## config.mk

```make
export PLATFORM = sky130hd
export DESIGN_NAME = cpu_seq_regs
export DESIGN_NICKNAME = d
export VERILOG_FILES = /design/src/rtl/cpu_seq_pkg.sv /design/src/rtl/cpu_seq_vecload.sv /design/src/rtl/cpu_seq_pc.sv /design/src/rtl/cpu_seq_psw.sv /design/src/rtl/cpu_seq_regs.sv
export SDC_FILE = /design/constraint.sdc
export NUM_CORES = 1
export LEC_CHECK = 0
export BUFFER_PORTS_ARGS = -buffer_cell sky130_fd_sc_hd__clkbuf_2
export CAP_MARGIN = 10
export CORE_MARGIN = 2
export CORE_UTILIZATION = 44
export DETAILED_ROUTE_END_ITERATION = 10
export PLACE_DENSITY = 0.85
export SETUP_SLACK_MARGIN = 0.02
export SYNTH_ARGS = -nofsm -noshare
export SYNTH_HDL_FRONTEND = slang
export SYNTH_HIERARCHICAL = 1
export SYNTH_SLANG_ARGS = --single-unit
```

## constraint.sdc

```tcl
create_clock -name clk -period 1.7 [get_ports clk]
set_input_delay 0.17 -clock clk [delete_from_list [all_inputs] [get_ports clk]]
set_output_delay 0.17 -clock clk [all_outputs]
set_load 0.01 [all_outputs]
```

## src/rtl/cpu_seq_pkg.sv

```systemverilog
package cpu_seq_pkg;
   localparam int PSW_W   = 8;
   localparam int B_IE    = 7;
   localparam int B_Z     = 6;
   localparam int B_RB1   = 5;
   localparam int B_AC    = 4;
   localparam int B_RB0   = 3;
   localparam int B_ZERO  = 2;
   localparam int B_ISP   = 1;
   localparam int B_CY    = 0;
   localparam logic [PSW_W-1:0] PSW_INIT = 8'h02;
endpackage

```

## src/rtl/cpu_seq_vecload.sv

```systemverilog
module cpu_seq_vecload #(
   parameter int ADDR_W   = 16,
   parameter int VEC_BASE = 0,
   localparam int NB      = ADDR_W / 8,
   localparam int CNT_W   = $clog2(NB + 1)
) (
   input  logic              clk,
   input  logic              rst_n,
   output logic              rd_o,
   output logic [ADDR_W-1:0] addr_o,
   input  logic [7:0]        rdata_i,
   output logic              load_o,
   output logic [ADDR_W-1:0] vec_o,
   output logic              ready_o
);
   logic [CNT_W-1:0] issue_q;
   logic             pend_q;
   logic [CNT_W-1:0] pidx_q;

   assign rd_o   = !ready_o && (issue_q < CNT_W'(NB));
   assign addr_o = ADDR_W'(VEC_BASE) + ADDR_W'(issue_q);
   assign load_o = pend_q && (pidx_q == CNT_W'(NB - 1));

   always_ff @(posedge clk) begin
      if (!rst_n) begin
         issue_q <= '0;
         pend_q  <= 1'b0;
         pidx_q  <= '0;
         ready_o <= 1'b0;
      end else begin
         pend_q <= rd_o;
         if (rd_o) begin
            issue_q <= issue_q + 1'b1;
            pidx_q  <= issue_q;
         end
         if (load_o) ready_o <= 1'b1;
      end
   end

   for (genvar i = 0; i < NB; i++) begin : g_lane
      if (i == NB - 1) begin : g_top
         assign vec_o[8*i +: 8] = rdata_i;
      end else begin : g_low
         logic [7:0] b_q;
         always_ff @(posedge clk) begin
            if (!rst_n) b_q <= '0;
            else if (pend_q && pidx_q == CNT_W'(i)) b_q <= rdata_i;
         end
         assign vec_o[8*i +: 8] = b_q;
      end
   end

   p_ready_sticky_r2: assert property (@(posedge clk) disable iff (!rst_n)
      ready_o |=> ready_o);
   p_no_read_when_ready_r2: assert property (@(posedge clk) disable iff (!rst_n)
      ready_o |-> !rd_o);
endmodule

```

## src/rtl/cpu_seq_pc.sv

```systemverilog
module cpu_seq_pc #(
   parameter int ADDR_W = 16,
   parameter int LEN_W  = 3
) (
   input  logic              clk,
   input  logic              rst_n,
   input  logic              go_i,
   input  logic              vec_ld_i,
   input  logic [ADDR_W-1:0] vec_i,
   input  logic              adv_i,
   input  logic [LEN_W-1:0]  len_i,
   input  logic              br_i,
   input  logic [ADDR_W-1:0] tgt_i,
   output logic [ADDR_W-1:0] pc_o
);
   logic [ADDR_W-1:0] nxt;

   always_comb begin
      nxt = pc_o;
      if (vec_ld_i)             nxt = vec_i;
      else if (go_i && br_i)    nxt = tgt_i;
      else if (go_i && adv_i)   nxt = pc_o + ADDR_W'(len_i);
   end

   always_ff @(posedge clk) begin
      if (!rst_n) pc_o <= '0;
      else        pc_o <= nxt;
   end

   p_branch_r4: assert property (@(posedge clk) disable iff (!rst_n)
      (go_i && br_i && !vec_ld_i) |=> pc_o == $past(tgt_i));
   p_advance_r3: assert property (@(posedge clk) disable iff (!rst_n)
      (go_i && adv_i && !br_i && !vec_ld_i) |=> pc_o == $past(pc_o) + ADDR_W'($past(len_i)));
   p_hold_idle_r2: assert property (@(posedge clk) disable iff (!rst_n)
      (!go_i && !vec_ld_i) |=> $stable(pc_o));
endmodule

```

## src/rtl/cpu_seq_psw.sv

```systemverilog
module cpu_seq_psw
   import cpu_seq_pkg::*;
#(
   parameter int RES_W = 8
) (
   input  logic             clk,
   input  logic             rst_n,
   input  logic             go_i,
   input  logic             ack_i,
   input  logic             ei_i,
   input  logic             di_i,
   input  logic             z_en_i,
   input  logic [RES_W-1:0] res_i,
   input  logic             cy_en_i,
   input  logic             cy_i,
   input  logic             ac_en_i,
   input  logic             ac_i,
   input  logic             ld_i,
   input  logic [PSW_W-1:0] val_i,
   output logic [PSW_W-1:0] psw_o
);
   localparam logic [PSW_W-1:0] LD_MASK = ~(PSW_W'(1) << B_ZERO);
   logic [PSW_W-1:0] nxt;

   always_comb begin
      nxt = psw_o;
      if (go_i) begin
         if (ld_i) begin
            nxt = val_i & LD_MASK;
         end else begin
            if (z_en_i)  nxt[B_Z]  = ~|res_i;
            if (cy_en_i) nxt[B_CY] = cy_i;
            if (ac_en_i) nxt[B_AC] = ac_i;
            if (ack_i || di_i) nxt[B_IE] = 1'b0;
            else if (ei_i)     nxt[B_IE] = 1'b1;
         end
      end
   end

   always_ff @(posedge clk) begin
      if (!rst_n) psw_o <= PSW_INIT;
      else        psw_o <= nxt;
   end

   p_restore_r8: assert property (@(posedge clk) disable iff (!rst_n)
      (go_i && ld_i) |=> psw_o == ($past(val_i) & LD_MASK));
   p_ack_wins_r5: assert property (@(posedge clk) disable iff (!rst_n)
      (go_i && ack_i && !ld_i) |=> !psw_o[B_IE]);
   p_ei_sets_r5: assert property (@(posedge clk) disable iff (!rst_n)
      (go_i && ei_i && !ack_i && !di_i && !ld_i) |=> psw_o[B_IE]);
   p_cy_hold_r7: assert property (@(posedge clk) disable iff (!rst_n)
      !(go_i && (cy_en_i || ld_i)) |=> $stable(psw_o[B_CY]));
   p_ac_hold_r7: assert property (@(posedge clk) disable iff (!rst_n)
      !(go_i && (ac_en_i || ld_i)) |=> $stable(psw_o[B_AC]));
   p_zero_bit_r8: assert property (@(posedge clk) disable iff (!rst_n)
      !psw_o[B_ZERO]);
endmodule

```

## src/rtl/cpu_seq_regs.sv

```systemverilog
module cpu_seq_regs
   import cpu_seq_pkg::*;
#(
   parameter int ADDR_W   = 16,
   parameter int LEN_W    = 3,
   parameter int RES_W    = 8,
   parameter int VEC_BASE = 0
) (
   input  logic              clk,
   input  logic              rst_n,
   output logic              mem_rd_o,
   output logic [ADDR_W-1:0] mem_addr_o,
   input  logic [7:0]        mem_rdata_i,
   output logic              ready_o,
   input  logic              adv_i,
   input  logic [LEN_W-1:0]  adv_len_i,
   input  logic              br_i,
   input  logic [ADDR_W-1:0] br_tgt_i,
   input  logic              irq_ack_i,
   input  logic              ei_i,
   input  logic              di_i,
   input  logic              z_en_i,
   input  logic [RES_W-1:0]  alu_res_i,
   input  logic              cy_en_i,
   input  logic              cy_i,
   input  logic              ac_en_i,
   input  logic              ac_i,
   input  logic              psw_ld_i,
   input  logic [PSW_W-1:0]  psw_val_i,
   output logic [ADDR_W-1:0] pc_o,
   output logic [PSW_W-1:0]  psw_o,
   output logic [1:0]        bank_o,
   output logic              int_en_o
);
   if (ADDR_W % 8 != 0 || ADDR_W < 16) begin : g_bad_addr
      $error("ADDR_W must be a multiple of 8 and at least 16");
   end
   if (LEN_W < 3) begin : g_bad_len
      $error("LEN_W must hold lengths up to 4");
   end
   if (RES_W < 1) begin : g_bad_res
      $error("RES_W must be positive");
   end

   logic              vec_ld;
   logic [ADDR_W-1:0] vec;

   cpu_seq_vecload #(.ADDR_W(ADDR_W), .VEC_BASE(VEC_BASE)) u_vec (
      .clk(clk), .rst_n(rst_n), .rd_o(mem_rd_o), .addr_o(mem_addr_o),
      .rdata_i(mem_rdata_i), .load_o(vec_ld), .vec_o(vec), .ready_o(ready_o)
   );

   cpu_seq_pc #(.ADDR_W(ADDR_W), .LEN_W(LEN_W)) u_pc (
      .clk(clk), .rst_n(rst_n), .go_i(ready_o), .vec_ld_i(vec_ld), .vec_i(vec),
      .adv_i(adv_i), .len_i(adv_len_i), .br_i(br_i), .tgt_i(br_tgt_i), .pc_o(pc_o)
   );

   cpu_seq_psw #(.RES_W(RES_W)) u_psw (
      .clk(clk), .rst_n(rst_n), .go_i(ready_o), .ack_i(irq_ack_i), .ei_i(ei_i),
      .di_i(di_i), .z_en_i(z_en_i), .res_i(alu_res_i), .cy_en_i(cy_en_i),
      .cy_i(cy_i), .ac_en_i(ac_en_i), .ac_i(ac_i), .ld_i(psw_ld_i),
      .val_i(psw_val_i), .psw_o(psw_o)
   );

   assign bank_o   = {psw_o[B_RB1], psw_o[B_RB0]};
   assign int_en_o = psw_o[B_IE];

   p_isp_only_restore_r9: assert property (@(posedge clk) disable iff (!rst_n)
      !(ready_o && psw_ld_i) |=> $stable(psw_o[B_ISP]));
endmodule

```

==> metrics.cfg <==
[status]
outcome=complete, but fails checks
violations=negative setup slack

[floorplanning]
dieArea_um2=6200
die_w_um=78.8
core_area_um2=5440
die-height_um=78.8
rows=27
pin_count=101
start_util=0.452

[worst_setup_path]
worst_setup_path_start_kind=flop
critical_path_class=flop to flop
arrival_ps=1970
endpoint_kind=flop
cp_max_fo=13
critPathRequiredTime_ps=1890

[yosys]
ys_ff_latch=37
ys_warn_count=6
synth_top_area_share=0.301
seq_area_frac_synth=0.301
synth-edff-count=0
synthTopCellsByCount=dfxtp_1 (37), nand2_1 (37), buf_4 (29), a21oi_1 (25), o21ai_0 (19)
yosys-top-cells-area=dfxtp_1 (30%), buf_4 (8.9%), nand2_1 (5.6%)
synth_top_cell_by_area=dfxtp_1
synth-main-ff-cell=dfxtp_1
async_reset_ff_frac=0
avgSynthCellArea_um2=8.12
ys_types=60
synth_area_um2=2460
syn_inst=303

[sta]
tns_ps=-355
fin_crit_sh=1.04
final_max_slew_viol_count=0
clock.fmax_ghz=0.564
hold_viol=0
fin_crit_ps=1770
fin_skew_ps=7.42
rsz0062_at_grt=yes
layout_setup_ws_ps=-73.4
finalSetupViolCount=8

[power]
p_per_area_nw_per_um2=724
peakVddDrop_mv=0.605
p_leak_nw=1.44

[routing]
detail-route-antenna-nets=0
drc=0
drt_pass1_iterations=6
via_per_inst=5.80
vias=2742
wirelength_mm=7.61
wl_per_cell_um=16.1
drt_iter0_drc=290

[worst_hold_path]
min_path_type=input port to flop

[global_routing]
grt_max_degree=27
grt_overflow=0
grt_pass1_vias=2562
grt_pass1_wl_mm=11.5
antenna_found_initial=0
grt_usage=0.231

[run]
cap_violations=0

[cells_and_area]
area_growth_pct=33.9
num_antenna_cells=0
fin_area_um2=3290
drive_gt1_frac=0.404
postLayoutCoreUtil=0.606
nNetsFinal=460
fin_cells=473

[cts]
cts_max_path_buffers=2
clkTransAtPathRegs_ps=70
cts-root-buf=clkbuf_8
clock-sinks=37
cts_buffers=5
cts_tree=done
insertion_delay_ps=300
cts.htree.levels=2

[placement]
hpwl_mm=5.23
placed_area_um2=2980
gp_congestion=0.870
placedCellCount=459
port-buffer-count=84

## report_power, final
group / leakage, nW / switching (mW) / internal (mW) / total, mW
clock network: 0.0542 / 0.335 / 0.367 / 0.702
registers: 0.304 / 0.0641 / 0.937 / 1.00
logic: 1.08 / 0.360 / 0.321 / 0.681
## layer usage
layer / vias to the layer above / GRT usage / part of all wire
li1: 1259 / - / -
met1: 1290 / 0.269 / 0.40
met2: 157 / 0.408 / 0.49
met3: 36 / 0.0500 / 0.080
met4: 0 / 0.0947 / 0.031
met5: - / 0 / 0
## state kept, by name, indices dropped and copies added (netlist names)
name,cells
u_pc/pc_o,16
u_vec/pend_q,1
u_vec/pidx_q,2
u_vec/issue_q,2
u_vec/g_lane.g_low.b_q,8
u_vec/ready_o,1
u_psw/psw_o,7
## cells by family (layout without fill, tap and decap cells)
family,after synthesis,after routing,share of synthesized area
muxes,14,14,0.0575
other,2,15,0.00305
buffers and inverters,46,131,0.123
DFF,37,37,0.301
and+or+nand+nor,106,106,0.232
adders and majority gates,4,4,0.0234
AOI/OAI and AO/OA,91,91,0.250
xor gates and xnor gates,3,3,0.0107
## placed cells by master, fill, tap and decap left out, drive strengths merged, types with 2 or more instances in the layout
cell type / n
a21boi: 3
a21o: 3
a21oi: 25
a22oi: 5
a311o: 2
a311oi: 2
a31oi: 4
a41oi: 3
and3: 2
and3b: 3
buf: 33
clkbuf: 91
clkinv: 2
conb: 15
dfxtp: 37
ha: 3
inv: 5
mux2i: 13
nand2: 37
nand2b: 10
nand3: 9
nand4: 4
nor2: 13
nor2b: 7
nor3: 8
nor3b: 3
nor4: 3
o21a: 8
o21ai: 19
o22ai: 2
o311ai: 2
or4: 2
xnor2: 2
## critical path, cell delays in order (launching register included)
cell and delay, ps:
dfxtp_2 320, and3b_2 290, buf_4 140, buf_8 140, nand2b_1 130, a21boi_1 160, o22ai_1 210, a21oi_1 110
o21a_1 180
## through the flow
step	power, mW	worst slack, ps	hold slack, ps
2_1_floorplan	1.39	-9.54	242
3_3_place_gp	1.58	-36.8	411
3_5_place_dp	1.60	-93.0	424
4_1_cts	2.33	-32.6	107
5_1_grt	2.49	-148	120
6_report	2.38	-73.4	111
## cell type report
type                            count  area, um^2
Multi-Input combinational cell    233        1630
Fill cell                         449        2140
Tap cell                           72        90.1
Timing Repair Buffer              117         703
Sequential cell                    37         749
Clock buffer                        7        96.3
Clock inverter                      1        5.00
Inverter                            6        22.5
## timing repair
item                       in CTS  in global routing
pin swaps                      14                  8
hold buffers                    0                  0
resized for setup              19                 19
setup endpoints to repair      12                 12
setup buffers                   2                  4
## final timing paths
check        slack (ps)                          from  cells past startpoint                           end
max                 -70               u_vec/pidx_q[1]                      8                 u_pc/pc_o[14]
min                 110                  psw_val_i[3]                      3                u_psw/psw_o[3]
max reg2reg         -70               u_vec/pidx_q[1]                      8                 u_pc/pc_o[14]
min reg2reg         460  u_vec/g_lane[0].g_low.b_q[1]                      2  u_vec/g_lane[0].g_low.b_q[1]
Note: power is estimated with default switching activity, not from simulation.
